[src/rtl/tick_pkg.sv]
package tick_pkg;
  localparam int DATA_W = 32;
  localparam int ADDR_W = 2;

  typedef enum logic [ADDR_W-1:0] {
    REG_CTRL    = 2'd0,
    REG_RELOAD  = 2'd1,
    REG_CURRENT = 2'd2,
    REG_CALIB   = 2'd3
  } tick_reg_e;

  localparam int CTRL_EN_BIT   = 0;
  localparam int CTRL_IRQ_BIT  = 1;
  localparam int CTRL_SRC_BIT  = 2;
  localparam int CTRL_FLAG_BIT = 16;
  localparam int CAL_SKEW_BIT  = 30;
  localparam int CAL_NOREF_BIT = 31;
endpackage

[src/rtl/tick_ref_sync.sv]
module tick_ref_sync #(
  parameter int SYNC_STAGES = 2
) (
  input  logic clk_i,
  input  logic rst_ni,
  input  logic ref_i,
  output logic pulse_o
);
  logic [SYNC_STAGES-1:0] sync_q;
  logic                   last_q;

  for (genvar i = 0; i < SYNC_STAGES; i++) begin : g_stage
    logic d;
    if (i == 0) begin : g_first
      assign d = ref_i;
    end else begin : g_next
      assign d = sync_q[i-1];
    end
    always_ff @(posedge clk_i or negedge rst_ni) begin
      if (!rst_ni) sync_q[i] <= 1'b0;
      else         sync_q[i] <= d;
    end
  end

  always_ff @(posedge clk_i or negedge rst_ni) begin
    if (!rst_ni) last_q <= 1'b0;
    else         last_q <= sync_q[SYNC_STAGES-1];
  end

  assign pulse_o = sync_q[SYNC_STAGES-1] & ~last_q;
endmodule

[src/rtl/tick_down_counter.sv]
module tick_down_counter #(
  parameter int CNT_W = 24
) (
  input  logic             clk_i,
  input  logic             rst_ni,
  input  logic             step_i,
  input  logic             clear_i,
  input  logic [CNT_W-1:0] reload_i,
  output logic [CNT_W-1:0] cnt_o,
  output logic             evt_o
);
  logic [CNT_W-1:0] cnt_q;

  always_ff @(posedge clk_i or negedge rst_ni) begin
    if (!rst_ni)         cnt_q <= '0;
    else if (clear_i)    cnt_q <= '0;
    else if (step_i) begin
      if (cnt_q == '0)   cnt_q <= reload_i;
      else               cnt_q <= cnt_q - CNT_W'(1);
    end
  end

  // clear takes priority: no event on the edge a clear lands
  assign evt_o = step_i & ~clear_i & (cnt_q == CNT_W'(1));
  assign cnt_o = cnt_q;
endmodule

[src/rtl/tick_csr.sv]
module tick_csr
  import tick_pkg::*;
#(
  parameter int               CNT_W          = 24,
  parameter logic [CNT_W-1:0] CAL_TENMS      = '0,
  parameter bit               CAL_SKEW       = 1'b0,
  parameter bit               CAL_NOREF      = 1'b0,
  parameter bit               CAL_UNKNOWN    = 1'b0,
  parameter bit               FORCE_CORE_CLK = 1'b0
) (
  input  logic              clk_i,
  input  logic              rst_ni,
  input  logic              req_i,
  input  logic              we_i,
  input  logic [ADDR_W-1:0] addr_i,
  input  logic [DATA_W-1:0] wdata_i,
  input  logic [CNT_W-1:0]  cnt_i,
  input  logic              evt_i,
  output logic              en_o,
  output logic              tickint_o,
  output logic              src_core_o,
  output logic [CNT_W-1:0]  reload_o,
  output logic              flag_o,
  output logic              cur_wr_o,
  output logic              ctrl_rd_o,
  output logic [DATA_W-1:0] rdata_o
);
  tick_reg_e        reg_sel;
  logic             wr, rd, ctrl_wr, reload_wr;
  logic             en_q, tickint_q, src_q, flag_q;
  logic [CNT_W-1:0] reload_q;
  logic             unused_wdata;

  assign reg_sel   = tick_reg_e'(addr_i);
  assign wr        = req_i & we_i;
  assign rd        = req_i & ~we_i;
  assign ctrl_wr   = wr & (reg_sel == REG_CTRL);
  assign reload_wr = wr & (reg_sel == REG_RELOAD);
  assign cur_wr_o  = wr & (reg_sel == REG_CURRENT);
  assign ctrl_rd_o = rd & (reg_sel == REG_CTRL);
  assign unused_wdata = ^wdata_i;

  always_ff @(posedge clk_i or negedge rst_ni) begin
    if (!rst_ni) begin
      en_q      <= 1'b0;
      tickint_q <= 1'b0;
      reload_q  <= '0;
    end else begin
      if (ctrl_wr) begin
        en_q      <= wdata_i[CTRL_EN_BIT];
        tickint_q <= wdata_i[CTRL_IRQ_BIT];
      end
      if (reload_wr) reload_q <= wdata_i[CNT_W-1:0];
    end
  end

  if (FORCE_CORE_CLK) begin : g_src_forced
    assign src_q = 1'b1;
  end else begin : g_src_reg
    always_ff @(posedge clk_i or negedge rst_ni) begin
      if (!rst_ni)      src_q <= 1'b0;
      else if (ctrl_wr) src_q <= wdata_i[CTRL_SRC_BIT];
    end
  end

  // current-value write beats event, event beats read-clear
  always_ff @(posedge clk_i or negedge rst_ni) begin
    if (!rst_ni)        flag_q <= 1'b0;
    else if (cur_wr_o)  flag_q <= 1'b0;
    else if (evt_i)     flag_q <= 1'b1;
    else if (ctrl_rd_o) flag_q <= 1'b0;
  end

  always_comb begin
    rdata_o = '0;
    case (reg_sel)
      REG_CTRL: begin
        rdata_o[CTRL_EN_BIT]   = en_q;
        rdata_o[CTRL_IRQ_BIT]  = tickint_q;
        rdata_o[CTRL_SRC_BIT]  = src_q;
        rdata_o[CTRL_FLAG_BIT] = flag_q;
      end
      REG_RELOAD:  rdata_o[CNT_W-1:0] = reload_q;
      REG_CURRENT: rdata_o[CNT_W-1:0] = cnt_i;
      REG_CALIB: begin
        rdata_o[CNT_W-1:0]   = CAL_UNKNOWN ? '0 : CAL_TENMS;
        rdata_o[CAL_SKEW_BIT]  = CAL_SKEW;
        rdata_o[CAL_NOREF_BIT] = CAL_NOREF;
      end
      default: rdata_o = '0;
    endcase
  end

  assign en_o       = en_q;
  assign tickint_o  = tickint_q;
  assign src_core_o = src_q;
  assign reload_o   = reload_q;
  assign flag_o     = flag_q;
endmodule

[src/rtl/sys_tick_timer.sv]
module sys_tick_timer
  import tick_pkg::*;
#(
  parameter int               CNT_W          = 24,
  parameter logic [CNT_W-1:0] CAL_TENMS      = CNT_W'(120000),
  parameter bit               CAL_SKEW       = 1'b1,
  parameter bit               CAL_NOREF      = 1'b0,
  parameter bit               CAL_UNKNOWN    = 1'b0,
  parameter bit               FORCE_CORE_CLK = 1'b0,
  parameter int               SYNC_STAGES    = 2
) (
  input  logic        clk_i,
  input  logic        rst_ni,
  input  logic        ref_clk_i,
  input  logic        req_i,
  input  logic        we_i,
  input  logic [1:0]  addr_i,
  input  logic [31:0] wdata_i,
  output logic [31:0] rdata_o,
  output logic        irq_o
);
  logic             ref_pulse;
  logic             en_q, tickint_q, src_core, flag_q;
  logic             cur_wr, ctrl_rd, cnt_en, tick_evt;
  logic [CNT_W-1:0] reload_q, cnt_q;

  tick_ref_sync #(.SYNC_STAGES(SYNC_STAGES)) u_sync (
    .clk_i   (clk_i),
    .rst_ni  (rst_ni),
    .ref_i   (ref_clk_i),
    .pulse_o (ref_pulse)
  );

  assign cnt_en = en_q & (src_core | ref_pulse);

  tick_down_counter #(.CNT_W(CNT_W)) u_cnt (
    .clk_i    (clk_i),
    .rst_ni   (rst_ni),
    .step_i   (cnt_en),
    .clear_i  (cur_wr),
    .reload_i (reload_q),
    .cnt_o    (cnt_q),
    .evt_o    (tick_evt)
  );

  tick_csr #(
    .CNT_W          (CNT_W),
    .CAL_TENMS      (CAL_TENMS),
    .CAL_SKEW       (CAL_SKEW),
    .CAL_NOREF      (CAL_NOREF),
    .CAL_UNKNOWN    (CAL_UNKNOWN),
    .FORCE_CORE_CLK (FORCE_CORE_CLK)
  ) u_csr (
    .clk_i      (clk_i),
    .rst_ni     (rst_ni),
    .req_i      (req_i),
    .we_i       (we_i),
    .addr_i     (addr_i),
    .wdata_i    (wdata_i),
    .cnt_i      (cnt_q),
    .evt_i      (tick_evt),
    .en_o       (en_q),
    .tickint_o  (tickint_q),
    .src_core_o (src_core),
    .reload_o   (reload_q),
    .flag_o     (flag_q),
    .cur_wr_o   (cur_wr),
    .ctrl_rd_o  (ctrl_rd),
    .rdata_o    (rdata_o)
  );

  assign irq_o = flag_q & tickint_q;
endmodule

[config.mk]
export PLATFORM = sky130hd
export DESIGN_NAME = sys_tick_timer
export DESIGN_NICKNAME = d
export VERILOG_FILES = /design/src/rtl/tick_pkg.sv /design/src/rtl/tick_ref_sync.sv /design/src/rtl/tick_down_counter.sv /design/src/rtl/tick_csr.sv /design/src/rtl/sys_tick_timer.sv
export SDC_FILE = /design/constraint.sdc
export NUM_CORES = 1
export LEC_CHECK = 0
export ABC_AREA = 1
export CAP_MARGIN = 20
export CORE_UTILIZATION = 57
export DETAILED_ROUTE_END_ITERATION = 12
export GPL_ROUTABILITY_DRIVEN = 0
export PLACE_DENSITY = 0.87
export SKIP_LAST_GASP = 1
export SLEW_MARGIN = 10
export SYNTH_ARGS = -nofsm -noshare
export SYNTH_HDL_FRONTEND = slang
export SYNTH_SLANG_ARGS = --single-unit
[constraint.sdc]
create_clock -name clk_i -period 4.38 [get_ports clk_i]
set_input_delay 0.876 -clock clk_i [delete_from_list [all_inputs] [get_ports clk_i]]
set_output_delay 0.876 -clock clk_i [all_outputs]
set_load 0.05 [all_outputs]
==> flow_summary.json <==
{
  "outcome": "finished, final reports clean",
  "cts_max_level": 2,
  "seq_area_frac_synth_pct": 36.6,
  "rrSetupSlack_ps": 2230,
  "placed_area_um2": 4250,
  "drt_iter0_drc": 318,
  "drc_errors": 0,
  "synth_common_cells": "nand2_1 (156), nor2_1 (58), dfrtp_1 (55), inv_1 (38), nand3_1 (27)",
  "worstSkewPairLatency_ps": 310,
  "grt_first_pass_wirelength_um": 15600,
  "cp-start-kind": "input port",
  "antenna_cells": 0,
  "antenna_found_initial": 0,
  "relSlewSlack_pct": 53.2,
  "syn_area_um2": 3760,
  "tightest_slew_ps": 702,
  "syn_inst": 503,
  "ys_async_sr_fraction_pct": 100,
  "grt.total_usage_pct": 27.4,
  "p_sw_mw": 1.26,
  "yosys_warnings": 0,
  "cts_buffer_depth": 2,
  "final.setup_skew_ps": 4.69,
  "slowest_delay_ps": 460,
  "arrival_ps": 2860,
  "finalHoldViolCount": 0,
  "p_leak_nw": 2.21,
  "post-route-period-util_pct": 85.4,
  "syn_to_final_growth_pct": 16.0,
  "fin_area_um2": 4360,
  "layout.nets": 601,
  "ir_drop_uv": 321,
  "min_path_type": "reg -> reg",
  "overflow": 0,
  "grt_pass1_vias": 3376,
  "io_pins": 72,
  "critical-path-top-delay-family": "buffers and inverters",
  "hpwl_um": 6560,
  "port_buffers": 56,
  "power.share.clock_pct": 13.2,
  "period_needed_ps": 3740,
  "required_ps": 3500,
  "clock_sink_count": 55,
  "fmax_mhz": 267,
  "cap_viol_max_count": 0,
  "p_per_area_nw_per_um2": 584,
  "synth-edff-count": 0,
  "die_area_um2": 6920,
  "drt_pass1_iterations": 4,
  "synthTopCellsByArea": "dfrtp_1 (37%), nand2_1 (16%), mux2_2 (6.3%), nor2_1 (5.8%), inv_1 (3.8%)",
  "synth_top_area_share_pct": 36.6,
  "wl_um": 8950,
  "synth-main-ff-cell": "dfrtp_1",
  "path_buf_inv": 5,
  "criticalPathCategory": "in -> out",
  "post_cts_resized": 0,
  "num_rows": 29,
  "root_buffer": "clkbuf_8",
  "crit_path_end_kind": "output pin",
  "cts_made_buffers": 5,
  "cts_tree": "yes",
  "yosys.area.top_type": "dfrtp_1",
  "synth.avg_cell_area_um2": 7.47,
  "crit_top_cell": "inv_1",
  "maxSlewViolCount": 0,
  "chipHeight_um": 83.2,
  "antenna_left": 0,
  "ys_ff_latch": 55,
  "internal-power_mw": 1.29,
  "cp_cell_sequence": "clkdlybuf4s50_1 > inv_1 > ha_1 > clkinv_1 > o211ai_1 > o21ai_0 > inv_1 > buf_4",
  "viasPerCell": 5.50,
  "routedWlPerCell_um": 14.2,
  "cts_setup_buffers": 0,
  "drive_gt1_share_pct": 19.7,
  "yosysMostFrequentCell": "nand2_1",
  "worstPathMaxFanout": 12,
  "synth_cell_types": 38,
  "die_x_um": 83.2,
  "start_util_pct": 59.2,
  "path_clk_slew_ps": 100,
  "combPwrFrac_pct": 54.4,
  "rsz0062_at_grt": "no",
  "setup_violations": 0,
  "ctsHoldBuffers": 0,
  "slowest_stage": "ha_1",
  "post-route-util_pct": 68.6,
  "core_area_um2": 6350,
  "finalSetupTns_ps": 0,
  "vias": 3471,
  "grt_max_degree": 46,
  "switching_share_pct": 49.4,
  "seqPwrFrac_pct": 32.3
}
-- area by class of cell --
class	instances	area, um^2
Sequential cell	55	1380
Tap cell	77	96.3
Multi-Input combinational cell	390	2090
Clock inverter	1	30.0
Clock buffer	6	72.6
Fill cell	512	1990
Inverter	42	163
Timing Repair Buffer	60	526
-- cell usage in the layout (no fill, tap or decap), types with 3 or more instances in the layout --
master / n
nand3b_1: 3
mux2_2: 21
ha_1: 8
a21oi_1: 24
buf_4: 28
nand2_1: 156
clkbuf_8: 5
clkdlybuf4s50_1: 31
dfrtp_1: 55
nor2_4: 5
nor2_1: 58
inv_1: 38
nor2_2: 19
conb_1: 7
xor2_1: 4
nand4_1: 8
nand3_1: 27
nand2_2: 12
o21ai_0: 14
o211ai_2: 7
-- state kept, by name, summed over array words and instances (netlist names) --
register	flops
u_csr.tickint_o	1
u_csr.reload_o	24
u_csr.src_core_o	1
u_sync.last_q	1
u_cnt.cnt_o	24
u_csr.en_o	1
u_sync.sync_q	1
u_csr.flag_o	1
u_sync.g_stage.d	1
-- stage by stage --
step	cells	hold WS (ps)	worst slack (ps)	total power [mW]
floorplan	509	331	971	1.89
global placement	624	335	675	2.13
detailed placement	624	340	650	2.19
CTS	631	363	644	2.53
global route	631	376	531	2.75
finish	631	360	641	2.55
-- power by group through the flow --
stage | clock network (mW) | registers, mW | logic (mW)
finish | 0.336 | 0.823 | 1.39
global route | 0.358 | 0.847 | 1.54
CTS | 0.341 | 0.817 | 1.38
detailed placement | 0 | 0.827 | 1.37
global placement | 0 | 0.819 | 1.32
floorplan | 0 | 0.777 | 1.11
-- worst reg2reg max path, delay by kind of cell, from the launching register on --
kind                       cells  cell delay, ps
buffers and inverters          1             190
adders and majority gates      1             250
DFF                            1             450
and+or+nand+nor                7            1180
-- routing by layer --
layer	up-vias	global-route usage, %	wire, um
li1	1693	-	-
met1	1614	38.1	3850
met2	151	43.7	4240
met3	13	4.87	713
met4	0	8.62	141
met5	-	0	0
-- worst paths after layout --
path	startpoint	to	depth (start not counted)
min	u_sync.g_stage[1].d	u_sync.sync_q[1]	0
max	addr_i[0]	rdata_o[16]	8
min reg2reg	u_sync.g_stage[1].d	u_sync.sync_q[1]	0
max reg2reg	u_cnt.cnt_o[0]	u_cnt.cnt_o[19]	9
max in group asynchronous	rst_ni	u_csr.tickint_o	2
min in group asynchronous	rst_ni	u_csr.reload_o[21]	1
-- kinds of logic after synthesis --
family | Yosys count | synth area share, %
buffers and inverters | 64 | 8.23
muxes | 21 | 6.30
adders and majority gates | 8 | 2.66
xor gates and xnor gates | 6 | 1.40
DFF | 55 | 36.6
AOI/OAI and AO/OA | 53 | 9.09
other | 1 | 0.0998
and+or+nand+nor | 295 | 35.6
(Power assumes the default switching activity.)
